$ cat src/rtl/fcs_pkg.sv
package fcs_pkg;
  localparam int unsigned CRC_W  = 32;
  localparam int unsigned BYTE_W = 8;
  localparam int unsigned IDX_W  = $clog2(CRC_W);
  localparam logic [CRC_W-1:0] POLY_WIDE   = 32'hEDB8_8320;
  localparam logic [CRC_W-1:0] POLY_NARROW = 32'h0000_8408;
  localparam logic [CRC_W-1:0] SEED_WIDE   = 32'hFFFF_FFFF;
  localparam logic [CRC_W-1:0] SEED_NARROW = 32'h0000_FFFF;

  // One byte through the reflected LFSR, lowest data bit first.
  function automatic logic [CRC_W-1:0] crc_step(input logic [CRC_W-1:0] c,
                                                input logic [BYTE_W-1:0] d,
                                                input logic wide);
    logic [CRC_W-1:0] r;
    logic fb;
    r = c;
    for (int i = 0; i < BYTE_W; i++) begin
      fb = r[0] ^ d[i];
      r  = r >> 1;
      if (fb) r = r ^ (wide ? POLY_WIDE : POLY_NARROW);
    end
    return r;
  endfunction
endpackage

$ cat src/rtl/fcs_crc_unit.sv
module fcs_crc_unit
  import fcs_pkg::*;
(
  input  logic              clk,
  input  logic              rst_n,
  input  logic              byte_en,
  input  logic              first,
  input  logic              wide,
  input  logic [BYTE_W-1:0] data,
  output logic [CRC_W-1:0]  crc_q
);
  logic [CRC_W-1:0] base;
  logic [CRC_W-1:0] crc_d;

  always_comb begin
    base  = first ? (wide ? SEED_WIDE : SEED_NARROW) : crc_q;
    crc_d = crc_q;
    if (byte_en) crc_d = crc_step(base, data, wide);
  end

  always_ff @(posedge clk or negedge rst_n) begin
    if (!rst_n) crc_q <= '0;
    else        crc_q <= crc_d;
  end
endmodule

$ cat src/rtl/fcs_err_sched.sv
module fcs_err_sched
  import fcs_pkg::*;
#(
  parameter int unsigned CNT_W = 8
)(
  input  logic             clk,
  input  logic             rst_n,
  input  logic             trig,
  input  logic             manual,
  input  logic [CNT_W-1:0] cnt_cfg,
  input  logic [CNT_W-1:0] per_cfg,
  input  logic             pkt_start,
  input  logic             wide,
  output logic             pkt_err,
  output logic [IDX_W-1:0] pkt_idx
);
  localparam logic [IDX_W-1:0] TOP_WIDE   = IDX_W'(CRC_W - 1);
  localparam logic [IDX_W-1:0] TOP_NARROW = IDX_W'(CRC_W / 2 - 1);

  logic [CNT_W-1:0] rem_q, rem_d, gap_q, gap_d;
  logic [IDX_W-1:0] idx_q, idx_d, cur_q, cur_d;
  logic             pend_q, pend_d, err_q, err_d;
  logic             hit;

  always_comb begin
    hit    = manual ? pend_q : ((rem_q != '0) && (gap_q == '0));
    rem_d  = rem_q;
    gap_d  = gap_q;
    idx_d  = idx_q;
    cur_d  = cur_q;
    pend_d = pend_q;
    err_d  = err_q;
    if (pkt_start) begin
      err_d = hit;
      if (hit) begin
        cur_d = wide ? idx_q : (idx_q & TOP_NARROW);
        idx_d = (idx_q >= (wide ? TOP_WIDE : TOP_NARROW)) ? '0 : idx_q + 1'b1;
      end
      if (manual) begin
        if (hit) pend_d = 1'b0;
      end else if (rem_q != '0) begin
        if (gap_q == '0) begin
          rem_d = rem_q - 1'b1;
          gap_d = (per_cfg == '0) ? '0 : per_cfg - 1'b1;
        end else begin
          gap_d = gap_q - 1'b1;
        end
      end
    end
    if (trig) begin
      if (manual) pend_d = 1'b1;
      else begin
        rem_d = cnt_cfg;
        gap_d = '0;
      end
    end
  end

  always_ff @(posedge clk or negedge rst_n) begin
    if (!rst_n) begin
      rem_q  <= '0;
      gap_q  <= '0;
      idx_q  <= '0;
      cur_q  <= '0;
      pend_q <= 1'b0;
      err_q  <= 1'b0;
    end else begin
      rem_q  <= rem_d;
      gap_q  <= gap_d;
      idx_q  <= idx_d;
      cur_q  <= cur_d;
      pend_q <= pend_d;
      err_q  <= err_d;
    end
  end

  assign pkt_err = err_q;
  assign pkt_idx = cur_q;
endmodule

$ cat src/rtl/fcs_inserter.sv
module fcs_inserter
  import fcs_pkg::*;
#(
  parameter int unsigned CNT_W = 8
)(
  input  logic             clk,
  input  logic             rst_n,
  input  logic             cfg_proc_en,
  input  logic             cfg_append_en,
  input  logic             cfg_fcs32,
  input  logic             cfg_inj_manual,
  input  logic [CNT_W-1:0] cfg_inj_count,
  input  logic [CNT_W-1:0] cfg_inj_period,
  input  logic             inj_trig,
  input  logic             in_valid,
  output logic             in_ready,
  input  logic [7:0]       in_data,
  input  logic             in_sop,
  input  logic             in_eop,
  output logic             out_valid,
  input  logic             out_ready,
  output logic [7:0]       out_data,
  output logic             out_sop,
  output logic             out_eop
);
  localparam int unsigned BCNT_W = $clog2(CRC_W / BYTE_W);

  logic              st_fcs_q, st_fcs_d;
  logic [BCNT_W-1:0] cnt_q, cnt_d;
  logic              pk_app_q, pk_app_d, pk_wide_q, pk_wide_d;
  logic              eff_app, eff_wide, in_fire, out_fire, last_fcs, pkt_start;
  logic [CRC_W-1:0]  crc_q, err_mask, fcs_word;
  logic              pkt_err;
  logic [IDX_W-1:0]  pkt_idx;

  assign eff_app   = in_sop ? (cfg_proc_en & cfg_append_en) : pk_app_q;
  assign eff_wide  = in_sop ? cfg_fcs32 : pk_wide_q;
  assign in_ready  = !st_fcs_q && out_ready;
  assign in_fire   = in_valid && in_ready;
  assign out_fire  = out_valid && out_ready;
  assign last_fcs  = cnt_q == (pk_wide_q ? BCNT_W'(CRC_W / BYTE_W - 1) : BCNT_W'(1));
  assign pkt_start = in_fire && in_sop && cfg_proc_en && cfg_append_en;
  assign err_mask  = pkt_err ? (CRC_W'(1) << pkt_idx) : '0;
  assign fcs_word  = ~crc_q ^ err_mask;

  fcs_crc_unit u_crc (
    .clk    (clk),
    .rst_n  (rst_n),
    .byte_en(in_fire),
    .first  (in_sop),
    .wide   (eff_wide),
    .data   (in_data),
    .crc_q  (crc_q)
  );

  fcs_err_sched #(.CNT_W(CNT_W)) u_sched (
    .clk      (clk),
    .rst_n    (rst_n),
    .trig     (inj_trig),
    .manual   (cfg_inj_manual),
    .cnt_cfg  (cfg_inj_count),
    .per_cfg  (cfg_inj_period),
    .pkt_start(pkt_start),
    .wide     (cfg_fcs32),
    .pkt_err  (pkt_err),
    .pkt_idx  (pkt_idx)
  );

  always_comb begin
    if (st_fcs_q) begin
      out_valid = 1'b1;
      out_data  = fcs_word[BYTE_W*cnt_q +: BYTE_W];
      out_sop   = 1'b0;
      out_eop   = last_fcs;
    end else begin
      out_valid = in_valid;
      out_data  = in_data;
      out_sop   = in_valid && in_sop;
      out_eop   = in_valid && in_eop && !eff_app;
    end
  end

  always_comb begin
    st_fcs_d  = st_fcs_q;
    cnt_d     = cnt_q;
    pk_app_d  = pk_app_q;
    pk_wide_d = pk_wide_q;
    if (in_fire && in_sop) begin
      pk_app_d  = cfg_proc_en && cfg_append_en;
      pk_wide_d = cfg_fcs32;
    end
    if (in_fire && in_eop && eff_app) begin
      st_fcs_d = 1'b1;
      cnt_d    = '0;
    end
    if (st_fcs_q && out_fire) begin
      if (last_fcs) st_fcs_d = 1'b0;
      else          cnt_d    = cnt_q + 1'b1;
    end
  end

  always_ff @(posedge clk or negedge rst_n) begin
    if (!rst_n) begin
      st_fcs_q  <= 1'b0;
      cnt_q     <= '0;
      pk_app_q  <= 1'b0;
      pk_wide_q <= 1'b0;
    end else begin
      st_fcs_q  <= st_fcs_d;
      cnt_q     <= cnt_d;
      pk_app_q  <= pk_app_d;
      pk_wide_q <= pk_wide_d;
    end
  end
endmodule

$ cat config.mk
export PLATFORM = sky130hd
export DESIGN_NAME = fcs_inserter
export DESIGN_NICKNAME = d
export VERILOG_FILES = /design/src/rtl/fcs_pkg.sv /design/src/rtl/fcs_crc_unit.sv /design/src/rtl/fcs_err_sched.sv /design/src/rtl/fcs_inserter.sv
export SDC_FILE = /design/constraint.sdc
export NUM_CORES = 1
export LEC_CHECK = 0
export BUFFER_PORTS_ARGS = -buffer_cell sky130_fd_sc_hd__buf_2
export CORE_UTILIZATION = 55
export CTS_BUF_LIST = sky130_fd_sc_hd__clkbuf_4 sky130_fd_sc_hd__clkbuf_8
export DETAILED_ROUTE_END_ITERATION = 8
export GPL_TIMING_DRIVEN = 0
export PLACE_DENSITY = 0.74
export SYNTH_ARGS = -nofsm -noshare
export SYNTH_HDL_FRONTEND = slang
export SYNTH_SLANG_ARGS = --single-unit
$ cat constraint.sdc
create_clock -name clk -period 6.43 [get_ports clk]
set_input_delay 0 -clock clk [delete_from_list [all_inputs] [get_ports clk]]
set_output_delay 0 -clock clk [all_outputs]
set_load 0.05 [all_outputs]
After elaboration in Yosys (flattened, before gate mapping)

Cells that the tools add are included.

Memories kept: 0
Output and inout bits: 12
Logic and storage cells: 113
Input bits: 35
Bits in latches: 0
Memory bits (writable): 0
Bits in registers: 65
Bits in read-only memories: 0

$add $sub $neg: 5
Shift operators: 2
Reductions and logical operators: 20
Multiplexer cells: 54
Equality and inequality tests: 1
$mul: 0
Divide/modulo/power cells: 0
Bitwise logic cells: 19
Magnitude comparators: 1

Operators with widths:

| cell                 | number |
|---|---|
| $mux 32              | 19 |
| $xor 31x32->32       | 8 |
| $mux 8               | 14 |
| $not 32->32          | 1 |
| $shiftx 32x6->8      | 1 |
| $shl 1x5->32 const A | 1 |
| $xor 32x32->32       | 1 |
| $sub 8x1->8 const B  | 3 |
| $logic_not 8->1      | 2 |
| $mux 5               | 3 |
| $logic_and 1x1->1    | 14 |
| $mux 1               | 14 |
| $mux 2               | 4 |
| $reduce_bool 8->1    | 1 |
| $xor 1x1->1          | 8 |
| $add 5x1->5 const B  | 1 |
| $ge 5x5->1           | 1 |
| $add 2x1->2 const B  | 1 |
| $eq 2x2->1           | 1 |
| $logic_not 1->1      | 2 |
| $reduce_and 2->1     | 1 |
| $and 1x1->1          | 1 |

Logic depth before layout (Yosys ltp)

Depth in word-level cells: 26
Mapped depth: 10
Depth with buffers taken out: 9

Hierarchy

Synthesis repeated with hierarchy kept, for this count alone.

Cell total of the unflattened synthesis: 763
Area, all modules: 6462.4 um2

By module, submodules not included:

| module        | times used | area an instance (um2) | sequential area each (um2) | cells an instance |
|---|---|---|---|---|
| fcs_crc_unit  | 1          | 3402.0                 | 800.8                      | 411 |
| fcs_err_sched | 1          | 1936.9                 | 700.7                      | 210 |
| fcs_inserter  | 1          | 1123.6                 | 125.1                      | 142 |

Least setup slack after synthesis

No wires, ideal clock.

Path kind: register to register
From: register st_fcs_q
To: register u_crc.crc_q[4]
Period minus slack after synthesis: 2.303 ns
Data required time: 6.361 ns
Arrival: 2.234 ns
Buffers on the path: 2
Path slack: 4.127 ns
Stages on the path, launching flop included: 7
Library setup time: 0.069 ns
Cells stage by stage: dfrtp_1 clkbuf_1 nor2b_1 nand2_1 clkbuf_1 or4_1 nand3_1

Cells in the longest elaborated chain, start to end: 3

RTL lines:

| what                   | line                | text |
|---|---|---|
| start, declared        | fcs_inserter.sv:28  | `logic st_fcs_q, st_fcs_d;` |
| start signal, assigned | fcs_inserter.sv:109 | `st_fcs_q <= st_fcs_d;` |
| $logic_not 1->1        | fcs_inserter.sv:38  | `assign in_ready = !st_fcs_q && out_ready;` |
| $logic_and 1x1->1      | fcs_inserter.sv:38  |  |
| named net in_ready     | fcs_inserter.sv:16  | `output logic in_ready,` |
| $logic_and 1x1->1      | fcs_inserter.sv:39  | `assign in_fire = in_valid && in_ready;` |
| end signal, assigned   | fcs_crc_unit.sv:23  | `else crc_q <= crc_d;` |
| end, declared          | fcs_crc_unit.sv:10  | `output logic [CRC_W-1:0] crc_q` |

The timed path passes the listed nets, and every way through them passes these cells.
A chain may end at the register's enable or synchronous reset.

Worst setup path in the final report

From: register u_sched.cur_q[4] (netlist: u_sched.pkt_idx[4])
To: output out_data[3]

Cells in the longest elaborated chain, start to end: 5

RTL lines:

| what                   | line                | text |
|---|---|---|
| start, declared        | fcs_err_sched.sv:21 | `logic [IDX_W-1:0] idx_q, idx_d, cur_q, cur_d;` |
| start signal, assigned | fcs_err_sched.sv:71 | `cur_q <= cur_d;` |
| $shl 1x5->32           | fcs_inserter.sv:43  | `assign err_mask = pkt_err ? (CRC_W'(1) << pkt_idx) : '0;` |
| $mux 32                | fcs_inserter.sv:43  |  |
| $xor 32x32->32         | fcs_inserter.sv:44  | `assign fcs_word = ~crc_q ^ err_mask;` |
| $shiftx 32x6->8        | fcs_inserter.sv:72  | `out_data = fcs_word[BYTE_W*cnt_q +: BYTE_W];` |
| $mux 8                 | fcs_inserter.sv:70  | `if (st_fcs_q) begin` |
| end, declared          | fcs_inserter.sv:22  | `output logic [7:0] out_data,` |

Every way passes these cells.

==> out/summary.txt <==
STATUS
--------------------------------------------------------------------------------------------------
Result of the run                                                                     complete, no violations

PWR
--------------------------------------------------------------------------------------------------
Fraction of power consumed by the clock network                                              0.122
Net switching power of the design                                                          1.32 mW
Switching share of power                                                                     0.484
Cell leakage power                                                                         2.68 nW
Power density relative to cell area                                                     411 nW/µm²
Worst ir drop on vdd                                                                    0.000234 V
Relative contribution of sequential cells to total power                                     0.259
Combinational group share of total power                                                     0.619
Total internal power                                                                       1.41 mW

STA
--------------------------------------------------------------------------------------------------
Post-Route Hold Slack                                                                    0.0388 ns
Part of the cycle the worst path needs                                                       0.444
RSZ-0062 raised after global routing                                                            no
Final-report hold violation count                                                                0
Worst Setup Slack, final                                                                   3.57 ns
Accumulated negative setup slack                                                              0 ns
Max Fclk                                                                                   350 MHz
Clock period minus worst slack                                                             2.86 ns
Post-Route Skew                                                                          0.0197 ns
Least-Margin Pin Slew                                                                     0.849 ns
Worst-case headroom to the max-slew limit                                                    0.434
Fin. max-slew vios                                                                               0
Number of endpoints failing setup at the final stage                                             0

DRT
--------------------------------------------------------------------------------------------------
Total routed wirelength                                                                   17200 µm
Ratio of routed vias to standard cells                                                        6.00
Remaining design rule violation count                                                            0
Detail Route Antenna Nets                                                                        0
Number of violations reported at the end of detailed-routing iteration 0                       503
Detailed-route via count                                                                      5470
Router iterations before antenna repair                                                          5
Routed wirelength normalized by instance count                                             18.8 µm

SYNTH
--------------------------------------------------------------------------------------------------
Count of cell types in the netlist                                                              77
Proportion of synthesized chip area in sequential cells                                      0.273
Share of flip-flops with an asynchronous set or reset after synthesis                         1.00
Post-synthesis area per instance                                                          8.44 µm²
Total nets after synthesis                                                                     749
Largest cells by area after synthesis                                                 sky130_fd_sc_hd__dfrtp_1 (27%), sky130_fd_sc_hd__xnor2_1 (11%), sky130_fd_sc_hd__xor2_1 (6.3%)
Post-synth EDFFs                                                                                 0
Synthesized flop and latch total                                                                65
Post-Synthesis Cells                                                                           705
Cell types with the highest counts after synthesis                                    sky130_fd_sc_hd__nand2_1 (96), sky130_fd_sc_hd__xnor2_1 (77), sky130_fd_sc_hd__nor2_1 (74)
Most used flip-flop cell after synthesis                                              sky130_fd_sc_hd__dfrtp_1
Synthesis warning total                                                                          0
Yosys top cell area share                                                                    0.273
Post-synthesis instance area                                                              5950 µm²
Most used standard cell by instance count after synthesis                             sky130_fd_sc_hd__nand2_1
Cell type with the largest total area after synthesis                                 sky130_fd_sc_hd__dfrtp_1

FLOORPLAN
--------------------------------------------------------------------------------------------------
Number of core rows                                                                             37
Standard cell core area                                                                  10400 µm²
Count of pins on the block boundary                                                             47
Die height                                                                                  106 µm
Starting utilization of the core area                                                        0.571
Floorplan die width                                                                         106 µm
Die area                                                                                 11200 µm²

GRT
--------------------------------------------------------------------------------------------------
Number of global-route vias before repair                                                     5188
Aggregate global-route resource usage                                                        0.322
Antenna violations before repair                                                                 0
Wire length of the first global-routing pass                                              27500 µm
GRT Residual Overflow                                                                            0
Maximum number of pins on one net before global-route repair                                    66

WORST SETUP PATH
--------------------------------------------------------------------------------------------------
Worst setup SP type                                                                       register
Type of the setup path with the least slack                                           register to output pin
Crit path largest cell delay                                                               0.53 ns
CP endpoint kind                                                                        output pin
Register-to-register setup slack                                                           3.73 ns
Critical path required time                                                                6.43 ns
CP Max Fanout                                                                                    7
Critical path arrival                                                                      2.86 ns
Slowest stage cell, crit path                                                         sky130_fd_sc_hd__nor3b_1
Ordered cell list for the critical path                                               nand2b_1 > nor3b_1 > nand3_1 > xor2_1 > mux4_2 > mux2_2 > buf_2

FINAL LAYOUT
--------------------------------------------------------------------------------------------------
Synthesis-to-layout area growth                                                              11.4%
Layout Cell Area excl Fill                                                                6630 µm²
Fraction of layout cells with a size suffix above 1                                          0.157
# fillers                                                                                      927
Number of diodes added for antenna fixing                                                        0
NumNets Final                                                                                  815
Fraction of the core area covered by cells at the end of the flow                            0.637

CLOCKING
--------------------------------------------------------------------------------------------------
Worst-skew pair later-pin latency                                                          0.36 ns
Clock tree buffer depth                                                                          2
Clock transition time at the flip-flop clock pins of the worst setup and hold paths        0.08 ns
Post-CTS repair timing setup buffer count                                                        0
CTS Root Buffer Type                                                                  sky130_fd_sc_hd__clkbuf_8
Clock tree from TritonCTS                                                                      yes
CTS buffer count                                                                                 9
Quantity of hold-fixing buffers added after cts                                                 11
CTS sink count                                                                                  65
Number of gates given a new drive strength after cts                                             0
H-tree depth reported by CTS                                                                     3

PLACE
--------------------------------------------------------------------------------------------------
Quantity of I/O buffers inserted on ports                                                       44
Worst-case setup slack after placement                                                     3.83 ns
Placed wire-length estimate after detailed placement                                      12900 µm
Last weighted congestion value of the routability-driven placer                               1.02
Post-place instance area                                                                  6340 µm²

MIN PATH
--------------------------------------------------------------------------------------------------
Worst min-delay path category                                                         input pin to register

FLOW RUN
--------------------------------------------------------------------------------------------------
Reported max-cap violation count                                                                 0

-- metrics by stage --
step	cells	power, mW
finish	912	2.72
global route	912	2.88
CTS	912	2.69
detailed placement	885	2.35
global placement	885	2.32
floorplan	705	1.96
-- final cells by class --
class / count / area [µm²] / area share
Sequential cell: 65 / 1630 / 0.245
Clock inverter: 7 / 53.8 / 0.00811
Tap cell: 136 / 170 / 0.0257
Timing Repair Buffer: 55 / 333 / 0.0502
Inverter: 22 / 82.6 / 0.0125
Multi-Input combinational cell: 577 / 4050 / 0.610
Clock buffer: 9 / 124 / 0.0187
Buffer: 41 / 195 / 0.0294
-- path summary, 6_finish.rpt --
check | start | end | cells past startpoint
worst min-delay path | cfg_proc_en | u_sched.pkt_err | 4
worst min register to register | pk_app_q | pk_app_q | 1
worst max register to register | u_sched.gap_q[0] | u_sched.rem_q[5] | 10
worst max-delay path | u_sched.pkt_idx[4] | out_data[3] | 7
min in group asynchronous | rst_n | u_sched.idx_q[3] | 2
max in group asynchronous | rst_n | u_crc.crc_q[29] | 2
-- cell usage in the layout, fill, tap and decap left out, types with 5 or more instances in the layout --
cell and count:
sky130_fd_sc_hd__clkbuf_8 9, sky130_fd_sc_hd__mux2i_1 5, sky130_fd_sc_hd__o21ai_1 8, sky130_fd_sc_hd__a22o_1 6, sky130_fd_sc_hd__xor2_1 43, sky130_fd_sc_hd__ha_1 9, sky130_fd_sc_hd__xnor2_2 6, sky130_fd_sc_hd__nor2_1 74
sky130_fd_sc_hd__nand2b_1 7, sky130_fd_sc_hd__nand3_1 25, sky130_fd_sc_hd__xnor2_1 77, sky130_fd_sc_hd__nor3_1 17, sky130_fd_sc_hd__dlygate4sd3_1 11, sky130_fd_sc_hd__and2_1 5, sky130_fd_sc_hd__o31ai_1 7, sky130_fd_sc_hd__dfrtp_1 65
sky130_fd_sc_hd__o21ai_0 58, sky130_fd_sc_hd__a21oi_1 17, sky130_fd_sc_hd__or4_1 5, sky130_fd_sc_hd__nand2_1 96, sky130_fd_sc_hd__clkbuf_1 27, sky130_fd_sc_hd__mux4_2 8, sky130_fd_sc_hd__buf_2 49, sky130_fd_sc_hd__mux2_2 10
sky130_fd_sc_hd__inv_1 22
-- power by group through the flow --
| stage | clock network [mW] | registers [mW] | logic (mW) |
|---|---|---|---|
| final | 0.333 | 0.705 | 1.69 |
| after global routing | 0.353 | 0.717 | 1.81 |
| after CTS | 0.335 | 0.696 | 1.66 |
| after detailed placement | 0 | 0.703 | 1.65 |
| after global placement | 0 | 0.697 | 1.62 |
| after floorplan | 0 | 0.641 | 1.32 |
-- cell families after synthesis --
logic type | share of synthesized area
AO/OA/AOI/OAI | 0.161
XOR/XNOR | 0.229
adder cells (fa/ha/maj) | 0.0189
buffers and inverters | 0.0467
flip-flops | 0.273
multiplexers | 0.0576
AND/OR/NAND/NOR | 0.213
-- state kept, by name (all words and copies together) (netlist names), named ones only --
| register | cells |
|---|---|
| u_sched.idx_q | 5 |
| u_crc.crc_q | 32 |
| pk_app_q | 1 |
| cnt_q | 2 |
| u_sched.rem_q | 7 |
| pk_wide_q | 1 |
| u_sched.pkt_err | 1 |
| st_fcs_q | 1 |
| u_sched.pkt_idx | 5 |
| u_sched.gap_q | 8 |
-- critical path, delay by kind of cell (launching register included) --
family        cells  cell delay [ns]
buf+inv           1             0.21
mux               2             0.76
flops             1             0.45
simple gates      3             0.91
xor+xnor          1             0.17
-- layer usage --
| layer | wire length, µm | GRT usage | vias up |
|---|---|---|---|
| met5 | 0 | 0 | - |
| met4 | 386 | 0.106 | 0 |
| met3 | 1400 | 0.0730 | 31 |
| met2 | 7800 | 0.497 | 229 |
| met1 | 7580 | 0.446 | 2652 |
| li1 | - | - | 2558 |
(Power assumes the default switching activity.)
